$ cat src/rtl/pbr_pkg.sv
package pbr_pkg;

  // Slot timer state: waiting for the first edge of a word, or inside one.
  typedef enum logic {
    TMR_IDLE = 1'b0,
    TMR_BUSY = 1'b1
  } tmr_state_e;

  // Strobes passed from the slot timer to the word capture stage.
  typedef struct packed {
    logic sample;   // read the bit value now
    logic close;    // edge timeout, word finished
  } tmr_evt_t;

endpackage

$ cat src/rtl/pbr_rst_sync.sv
module pbr_rst_sync (
  input  logic clk,
  input  logic rst_n,
  output logic rst_n_sync
);

  logic [1:0] stage_q;

  always_ff @(posedge clk or negedge rst_n) begin
    if (!rst_n) begin
      stage_q <= 2'b00;
    end else begin
      stage_q <= {stage_q[0], 1'b1};
    end
  end

  assign rst_n_sync = stage_q[1];

endmodule

$ cat src/rtl/pbr_line_sync.sv
module pbr_line_sync (
  input  logic clk,
  input  logic rst_n,
  input  logic line_i,
  output logic level_o,
  output logic fall_o
);

  logic meta_q, stable_q, prev_q;
  logic meta_d, stable_d, prev_d;

  always_comb begin
    meta_d   = line_i;
    stable_d = meta_q;
    prev_d   = stable_q;
  end

  // Idle-high line: all stages reset to one so reset release is not an edge.
  always_ff @(posedge clk or negedge rst_n) begin
    if (!rst_n) begin
      meta_q   <= 1'b1;
      stable_q <= 1'b1;
      prev_q   <= 1'b1;
    end else begin
      meta_q   <= meta_d;
      stable_q <= stable_d;
      prev_q   <= prev_d;
    end
  end

  assign level_o = stable_q;
  assign fall_o  = prev_q & ~stable_q;

endmodule

$ cat src/rtl/pbr_slot_timer.sv
module pbr_slot_timer
  import pbr_pkg::*;
#(
  parameter int CLKS_PER_SLOT = 250,
  parameter int SAMPLE_SLOTS  = 2,
  parameter int CLOSE_SLOTS   = 6
) (
  input  logic     clk,
  input  logic     rst_n,
  input  logic     fall_i,
  output tmr_evt_t evt_o
);

  localparam int DIV_W  = (CLKS_PER_SLOT > 1) ? $clog2(CLKS_PER_SLOT) : 1;
  localparam int SLOT_W = $clog2(CLOSE_SLOTS + 1);
  localparam logic [DIV_W-1:0]  DIV_LAST    = DIV_W'(CLKS_PER_SLOT - 1);
  localparam logic [SLOT_W-1:0] SLOT_SAMPLE = SLOT_W'(SAMPLE_SLOTS - 1);
  localparam logic [SLOT_W-1:0] SLOT_CLOSE  = SLOT_W'(CLOSE_SLOTS - 1);

  logic [DIV_W-1:0]  div_q, div_d;
  logic [SLOT_W-1:0] slot_q, slot_d;
  tmr_state_e        state_q, state_d;
  logic              tick;
  tmr_evt_t          evt;

  // Slot divider: a clock enable, restarted on every falling edge.
  assign tick = (div_q == DIV_LAST) && !fall_i;

  always_comb begin
    if (fall_i || (div_q == DIV_LAST)) begin
      div_d = '0;
    end else begin
      div_d = div_q + DIV_W'(1);
    end
  end

  // Slot counter and word-open state.
  always_comb begin
    state_d    = state_q;
    slot_d     = slot_q;
    evt.sample = 1'b0;
    evt.close  = 1'b0;
    if (fall_i) begin
      state_d = TMR_BUSY;
      slot_d  = '0;
    end else if ((state_q == TMR_BUSY) && tick) begin
      if (slot_q == SLOT_SAMPLE) begin
        evt.sample = 1'b1;
      end
      if (slot_q == SLOT_CLOSE) begin
        evt.close = 1'b1;
        state_d   = TMR_IDLE;
        slot_d    = '0;
      end else begin
        slot_d = slot_q + SLOT_W'(1);
      end
    end
  end

  always_ff @(posedge clk or negedge rst_n) begin
    if (!rst_n) begin
      div_q   <= '0;
      slot_q  <= '0;
      state_q <= TMR_IDLE;
    end else begin
      div_q   <= div_d;
      slot_q  <= slot_d;
      state_q <= state_d;
    end
  end

  assign evt_o = evt;

  // an edge restarts the divider, so no tick can follow it directly.
  generate
    if (CLKS_PER_SLOT > 1) begin : g_realign_chk
      a_r3_edge_realigns: assert property (@(posedge clk) disable iff (!rst_n)
        fall_i |=> !tick);
    end
  endgenerate

  // no strobe is produced while no word is open.
  a_r9_quiet_when_idle: assert property (@(posedge clk) disable iff (!rst_n)
    (state_q == TMR_IDLE && !fall_i) |=> !(evt_o.close && $past(state_q == TMR_IDLE)));

endmodule

$ cat src/rtl/pbr_word_capture.sv
module pbr_word_capture
  import pbr_pkg::*;
#(
  parameter int MAX_BITS = 86,
  parameter int LEN_W    = $clog2(MAX_BITS + 1)
) (
  input  logic                clk,
  input  logic                rst_n,
  input  logic                level_i,
  input  tmr_evt_t            evt_i,
  output logic [MAX_BITS-1:0] word_o,
  output logic [LEN_W-1:0]    len_o,
  output logic                done_o,
  output logic                err_o
);

  localparam logic [LEN_W-1:0] LEN_FULL = LEN_W'(MAX_BITS);

  logic [MAX_BITS-1:0] buf_q, buf_d;
  logic [LEN_W-1:0]    cnt_q, cnt_d;
  logic                ovf_q, ovf_d;
  logic [MAX_BITS-1:0] word_q, word_d;
  logic [LEN_W-1:0]    len_q, len_d;
  logic                err_q, err_d;
  logic                done_q, done_d;

  always_comb begin
    buf_d  = buf_q;
    cnt_d  = cnt_q;
    ovf_d  = ovf_q;
    word_d = word_q;
    len_d  = len_q;
    err_d  = err_q;
    done_d = 1'b0;
    if (evt_i.sample) begin
      if (cnt_q < LEN_FULL) begin
        buf_d[cnt_q] = level_i;
        cnt_d        = cnt_q + LEN_W'(1);
      end else begin
        ovf_d = 1'b1;
      end
    end
    if (evt_i.close) begin
      done_d = 1'b1;
      word_d = buf_q;
      len_d  = cnt_q;
      err_d  = ovf_q;
      buf_d  = '0;
      cnt_d  = '0;
      ovf_d  = 1'b0;
    end
  end

  always_ff @(posedge clk or negedge rst_n) begin
    if (!rst_n) begin
      buf_q  <= '0;
      cnt_q  <= '0;
      ovf_q  <= 1'b0;
      word_q <= '0;
      len_q  <= '0;
      err_q  <= 1'b0;
      done_q <= 1'b0;
    end else begin
      buf_q  <= buf_d;
      cnt_q  <= cnt_d;
      ovf_q  <= ovf_d;
      word_q <= word_d;
      len_q  <= len_d;
      err_q  <= err_d;
      done_q <= done_d;
    end
  end

  assign word_o = word_q;
  assign len_o  = len_q;
  assign done_o = done_q;
  assign err_o  = err_q;

  // the done strobe lasts one clock.
  a_r7_done_single: assert property (@(posedge clk) disable iff (!rst_n)
    done_o |=> !done_o);

  // results hold between strobes.
  a_r7_hold_between: assert property (@(posedge clk) disable iff (!rst_n)
    !done_o |-> $stable(word_o) && $stable(len_o) && $stable(err_o));

  // reported length never exceeds the buffer.
  a_r6_len_bound: assert property (@(posedge clk) disable iff (!rst_n)
    done_o |-> len_o <= LEN_FULL);

  // an overrun is only reported on a full buffer.
  a_r8_err_full: assert property (@(posedge clk) disable iff (!rst_n)
    (done_o && err_o) |-> len_o == LEN_FULL);

endmodule

$ cat src/rtl/pulse_bit_rx.sv
module pulse_bit_rx
  import pbr_pkg::*;
#(
  parameter int CLKS_PER_SLOT = 250,
  parameter int MAX_BITS      = 86,
  parameter int SAMPLE_SLOTS  = 2,
  parameter int CLOSE_SLOTS   = 6,
  parameter int LEN_W         = $clog2(MAX_BITS + 1)
) (
  input  logic                clk,
  input  logic                rst_n,
  input  logic                line_i,
  output logic [MAX_BITS-1:0] word_o,
  output logic [LEN_W-1:0]    len_o,
  output logic                done_o,
  output logic                err_o
);

  logic     rst_n_int;
  logic     level;
  logic     fall;
  tmr_evt_t evt;

  pbr_rst_sync i_rst_sync (
    .clk        (clk),
    .rst_n      (rst_n),
    .rst_n_sync (rst_n_int)
  );

  pbr_line_sync i_line_sync (
    .clk     (clk),
    .rst_n   (rst_n_int),
    .line_i  (line_i),
    .level_o (level),
    .fall_o  (fall)
  );

  pbr_slot_timer #(
    .CLKS_PER_SLOT (CLKS_PER_SLOT),
    .SAMPLE_SLOTS  (SAMPLE_SLOTS),
    .CLOSE_SLOTS   (CLOSE_SLOTS)
  ) i_slot_timer (
    .clk    (clk),
    .rst_n  (rst_n_int),
    .fall_i (fall),
    .evt_o  (evt)
  );

  pbr_word_capture #(
    .MAX_BITS (MAX_BITS),
    .LEN_W    (LEN_W)
  ) i_word_capture (
    .clk     (clk),
    .rst_n   (rst_n_int),
    .level_i (level),
    .evt_i   (evt),
    .word_o  (word_o),
    .len_o   (len_o),
    .done_o  (done_o),
    .err_o   (err_o)
  );

  // a word can only close after the line has been quiet, never on an edge.
  a_r5_close_not_on_edge: assert property (@(posedge clk) disable iff (!rst_n_int)
    fall |=> !done_o);

endmodule

$ cat config.mk
export PLATFORM = sky130hd
export DESIGN_NAME = pulse_bit_rx
export DESIGN_NICKNAME = d
export VERILOG_FILES = /design/src/rtl/pbr_pkg.sv /design/src/rtl/pbr_rst_sync.sv /design/src/rtl/pbr_line_sync.sv /design/src/rtl/pbr_slot_timer.sv /design/src/rtl/pbr_word_capture.sv /design/src/rtl/pulse_bit_rx.sv
export SDC_FILE = /design/constraint.sdc
export NUM_CORES = 1
export LEC_CHECK = 0
export ABC_AREA = 1
export BUFFER_PORTS_ARGS = -buffer_cell sky130_fd_sc_hd__buf_2
export CAP_MARGIN = 20
export CORE_ASPECT_RATIO = 2
export CORE_UTILIZATION = 64
export DETAILED_ROUTE_END_ITERATION = 8
export PLACE_DENSITY_LB_ADDON = 0.08
export SETUP_SLACK_MARGIN = 0.05
export SLEW_MARGIN = 15
export SYNTH_ARGS = -nofsm -noshare
export SYNTH_HDL_FRONTEND = slang
export SYNTH_SLANG_ARGS = --single-unit
$ cat constraint.sdc
create_clock -name clk -period 12.8 [get_ports clk]
set_input_delay 2.56 -clock clk [delete_from_list [all_inputs] [get_ports clk]]
set_output_delay 2.56 -clock clk [all_outputs]
set_load 0.02 [all_outputs]
Word-level counts from Yosys, hierarchy flattened
Index checks and enable logic that the tools add are counted.
Storage, ports and cells
  register bits: 206
  bits of input ports: 3
  output and inout port bits: 95
  word-level logic and storage cells: 62
Cells by class
  add/subtract/negate cells: 3
  $lt $le $gt $ge: 3
  equal/unequal tests: 4
  mux-type cells: 24
  bitwise logic cells: 2
  reduce and logical (&&, ||, !) cells: 12
Operators with widths (number)
  86-bit two-way mux: 3
  86-bit bitwise mux: 1
  7-bit two-way mux: 3
  1-bit two-way mux: 10
  3-bit two-way mux: 3
  8-bit by 1-bit adder with 8-bit output (second input constant): 1
  8-bit equality test (second input constant): 1
  7-bit by 8-bit less-than comparator with 1-bit output (second input constant): 1
  8-bit two-way mux: 1
  2-bit nonzero test: 4
  7-bit by 1-bit adder with 7-bit output (second input constant): 1
  1-bit demux with 7-bit select: 1
  7-bit by 1-bit greater-or-equal comparator with 1-bit output (second input constant): 1
  7-bit less-than comparator (second input constant): 1
  2-bit AND reduction: 3
  2-bit two-way mux: 2
  3-bit by 1-bit adder with 3-bit output (second input constant): 1
  3-bit by 1-bit equality test with 1-bit output (second input constant): 1
  3-bit equality test (second input constant): 1
  1-bit logical AND: 3
  2-bit != test (second input constant): 1
  1-bit AND: 1
  1-bit zero test: 1
  1-bit logical OR: 1
  1-bit inverter: 1

Longest topological paths before layout
  depth in word-level cells: 9
  mapped depth: 12
  mapped depth without buffers: 10

Hierarchy
A second synthesis with hierarchy kept.
Unflattened totals
  cell total of the unflattened synthesis: 1217
  area total of the unflattened synthesis: 9531.6 sq um
Modules (own cells, without submodules)
  pbr_word_capture: instances 1, cells each 1128, area each 8693.3 sq um, seq. area each 4729.5 sq um
  pbr_slot_timer: instances 1, cells each 81, area each 695.7 sq um, seq. area each 300.3 sq um
  pbr_line_sync: instances 1, cells each 5, area each 88.8 sq um, seq. area each 78.8 sq um
  pbr_rst_sync: instances 1, cells each 3, area each 53.8 sq um, seq. area each 50.0 sq um

Least setup slack after synthesis
OpenSTA, ideal clock, no wires.
  path kind: register -> output
  start point: register i_word_capture.err_q (netlist: i_word_capture.err_o)
  end point: output err_o
  arrival time: 0.425 ns
  required time: 10.240 ns
  slack: 9.815 ns
  stages on the path, launching flop included: 1
  buffers on the path: 0
  cells stage by stage: dfrtp_1
RTL lines
  from (decl): line pbr_word_capture.sv:24  | logic err_q, err_d;
  from (signal assigned): line pbr_word_capture.sv:69  | err_q <= err_d;
  to (decl): line pulse_bit_rx.sv:16  | output logic err_o
No word-level cell between the ends.

Worst setup path after layout
  start point: register i_line_sync.stable_q (netlist: i_line_sync.level_o)
  end point: register i_word_capture.buf_q[77]
On the way
  cells in the longest elaborated chain, start to end: 9
  elaborated cells on any way between the ends: 14
RTL lines
  from (decl): line pbr_line_sync.sv:9  | logic meta_q, stable_q, prev_q;
  from (signal assigned): line pbr_line_sync.sv:26  | stable_q <= stable_d;
  1-bit inverter: line pbr_line_sync.sv:32  | assign fall_o = prev_q & ~stable_q;
  1-bit AND: line pbr_line_sync.sv:32
  1-bit zero test: line pbr_slot_timer.sv:27  | assign tick = (div_q == DIV_LAST) && !fall_i;
  1-bit logical AND: line pbr_slot_timer.sv:27
  1-bit logical AND: line pbr_slot_timer.sv:46  | end else if ((state_q == TMR_BUSY) && tick) begin
  2-bit two-way mux: line pbr_slot_timer.sv:46
  2-bit two-way mux: line pbr_slot_timer.sv:43  | if (fall_i) begin
  2-bit nonzero test (no line)
  2-bit AND reduction (no line)
  to (signal assigned): line pbr_word_capture.sv:64  | buf_q <= buf_d;
  to (decl): line pbr_word_capture.sv:19  | logic [MAX_BITS-1:0] buf_q, buf_d;
Several ways; a longest one is shown, not always the timed one. The select of a mux whose other input is x is not followed.
A chain may end at the register's enable or synchronous reset.

==> results_dict.tcl <==
set metrics [dict create \
    status "finished clean" \
    routed_via_density 5.622 \
    p_leak_nw 6.465 \
    first_pass_iters 5 \
    rsz0062_at_grt "false" \
    power_density_nw_per_um2 107.9 \
    clkSinkCount 206 \
    fmax_mhz 238.9 \
    worst_path_largest_cell_delay_ns 0.83 \
    grt_overflow_total 0 \
    path_class "flip-flop to flip-flop" \
    drv_slew 0 \
    ctsHtreeMaxLevel 1 \
    dieArea_um2 16720 \
    cts.clk_slew.worst_paths_ns 0.07 \
    ys_seq_area_share_pct 49.82 \
    syn_area_um2 10350 \
    grt_pass1_wl_mm 41.85 \
    drive_above_1_share_pct 10.96 \
    p_switching_w 0.0002646 \
    rr_startpoint "i_line_sync.level_o$_DFF_PN1_" \
    port_buffers 97 \
    diodes 0 \
    final_cell_mix "nand2_1, nand3_1, dfrtp_1, nor2_1, buf_2" \
    nNetsFinal 1454 \
    start_util_pct 65.62 \
    yosys.area.top_type_share_pct 49.06 \
    grt_usage_pct 30.70 \
    clkPwrFrac_pct 43.0 \
    cp_num_buf_inv 3 \
    dp_hpwl_mm 14.89 \
    vdd_ir_drop_max_mv 0.1135 \
    r2r_cells 9 \
    crit_slowest_cell "inv_4" \
    intPower_w 0.0009486 \
    cpLargestDelayFamily "buffers and inverters" \
    grt_pass1_vias 8632 \
    ys_async_sr_fraction_pct 100.0 \
    crit_required_ns 13.18 \
    wl_mm 24.65 \
    syn_nets 1423 \
    drt_first_iter_violations 653 \
    clockRootBuffer "clkbuf_16" \
    whs_path_depth 0 \
    fin_crit_sh_pct 32.70 \
    core_um2 15780 \
    syn_inst 1417 \
    layout_setup_ws_ns 8.615 \
    r2r_slack_ns 8.61 \
    postCtsSetupBuffers 0 \
    ys.warnings.count 0 \
    die_w_um 91.94 \
    hold_end "i_line_sync.level_o$_DFF_PN1_" \
    synth_area_leader_cell "dfrtp_1" \
    fin_skew_ns 0.009864 \
    yosys-top-cells-area "dfrtp_1, nand2_1, nand3_1, nor2_1, buf_2" \
    drv_cap 0 \
    syn_area_per_cell_um2 7.307 \
    hold_class "flip-flop to flip-flop" \
    hold_violations 0 \
    cts_max_path_buffers 3 \
    period_minus_slack_ns 4.185 \
    p_seq_share_pct 54.8 \
    syn2layout_area_growth_pct 8.616 \
    worst_pin_slew_ns 1.034 \
    power_w 0.001213 \
    yosysUniqueCellTypes 31 \
    p_comb_share_pct 2.2 \
    cts_tree "yes" \
    routedWlPerCell_um 14.84 \
    setup_viol_count_final 0 \
    cts_resized 0 \
    crit_path_frequent_cell "nor2_1" \
    pre_cts_slack_ns 8.599 \
    cp-start-kind "flip-flop" \
    ant_nets 0 \
    r2r_end "i_word_capture.buf_q[77]$_DFFE_PN0P_" \
    relSlewSlack_pct 30.82 \
    grt_max_degree 89 \
    cts_buffers 18 \
    die_y_um 181.9 \
    num_rows 65 \
    drc 0 \
    vias 9338 \
    mostFrequentLayoutCell "nand2_1" \
    pin_count 98 \
    crit_fanout 88 \
    arrival_ns 4.57 \
    synth_edf_count 0 \
    timing.critical_path.cells "buf_4, nor2_4, nor2_4, nand3_4, inv_4, buf_4, nor2_1, nor2_1, nor2_1" \
    place_congestion 0.9288 \
    worstSkewPairLatency_ns 0.49 \
    synthFlopType "dfrtp_1" \
    crit_path_end_kind "flip-flop" \
    power_switching_share_pct 21.81 \
    synth-seq-cells 206 \
    hold_buffers 0 \
    min_from "i_line_sync.meta_q$_DFF_PN1_" \
    fin_setup_tns_ns 0 \
    antenna_found_initial 0 \
]
-- per-layer routing --
| layer | up-vias | share of wire [%] | track usage [%] |
|---|---|---|---|
| met4 | 0 | 4.8 | 16.00 |
| li1 | 4541 | - | - |
| met2 | 319 | 50 | 50.45 |
| met3 | 82 | 5.3 | 3.392 |
| met1 | 4396 | 40 | 39.92 |
| met5 | - | 0 | 0 |
-- area by class of cell --
cell class                      count  area (um2)
Sequential cell                   206        5162
Multi-Input combinational cell   1077        4562
Fill cell                        1370        4532
Timing Repair Buffer              111       590.6
Clock buffer                       28       529.3
Tap cell                          201       251.5
Inverter                           34       130.1
Clock inverter                      4       20.02
-- per-stage QoR --
stage                     hold slack [ns]  cells  util, %  instance area (um2)
after floorplan                    0.3312   1417        -                10350
after global placement             0.3358   1628    67.75                10690
after detailed placement           0.3485   1628    67.75                10690
after CTS                          0.3587   1660    71.23                11240
after global routing               0.3591   1661    71.28                11250
final                              0.3569   1661    71.28                11250
-- state kept, by name (all words and copies together) (netlist names) --
name                   flops
i_line_sync.level_o        1
i_line_sync.meta_q         1
i_line_sync.prev_q         1
i_rst_sync.stage_q         2
i_slot_timer.div_q         8
i_slot_timer.slot_q        3
i_slot_timer.state_q       1
i_word_capture.buf_q      86
i_word_capture.cnt_q       7
i_word_capture.done_o      1
i_word_capture.err_o       1
i_word_capture.len_o       7
i_word_capture.ovf_q       1
i_word_capture.word_o     86
-- cells by family (layout without fill, tap and decap cells) --
kind of cell             count (synthesis)  after routing  share of synthesized area, %
flip-flops                             206            206                         49.82
XOR/XNOR                                 6              6                        0.5075
AND/OR/NAND/NOR                       1040           1040                         41.51
AO/OA/AOI/OAI                           27             27                         1.450
adder cells (fa/ha/maj)                  3              3                        0.3626
buffers and inverters                  134            177                         6.308
other                                    1              1                       0.03622
-- power groups by stage --
stage	registers, W	clock network, W	logic [W]
floorplan	0.000681	0	0.0000150
global placement	0.000677	0	0.0000265
detailed placement	0.000678	0	0.0000277
CTS	0.000665	0.000533	0.0000278
global route	0.000666	0.000555	0.0000315
finish	0.000665	0.000522	0.0000268
-- worst register-to-register path, delay by kind of cell (launching register included) --
kind	cells	cell delay, ns
buf+inv	3	2.34
simple gates	6	1.23
flops	1	0.51
-- synth_stat cells, types with 2 or more instances --
master	number
inv_2	6
nor3_1	3
nor2_1	128
buf_4	12
clkbuf_1	19
nor3b_1	2
nand3_1	248
ha_1	3
xor2_1	5
nand2_1	640
nor2_2	5
dfrtp_1	203
o21ai_0	16
inv_1	27
dfstp_2	3
a21oi_1	5
nor2_4	3
buf_2	66
buf_6	3
nand4_1	8
nand2_4	2
-- how the worst max path moves through the flow --
stage	start	end	slack (ns)	cells after the start
after floorplan	i_rst_sync.stage_q[1]$_DFF_PN0_	i_slot_timer.div_q[0]$_DFF_PN0_	6.64	0
after global placement	i_line_sync.level_o$_DFF_PN1_	i_word_capture.buf_q[85]$_DFFE_PN0P_	8.65	9
after detailed placement	i_line_sync.level_o$_DFF_PN1_	i_word_capture.buf_q[77]$_DFFE_PN0P_	8.60	9
after CTS	i_line_sync.level_o$_DFF_PN1_	i_word_capture.buf_q[77]$_DFFE_PN0P_	8.59	9
after global routing	i_line_sync.level_o$_DFF_PN1_	i_word_capture.buf_q[78]$_DFFE_PN0P_	8.25	9
final	i_line_sync.level_o$_DFF_PN1_	i_word_capture.buf_q[77]$_DFFE_PN0P_	8.61	9
Power figures use the tool's default switching activity.
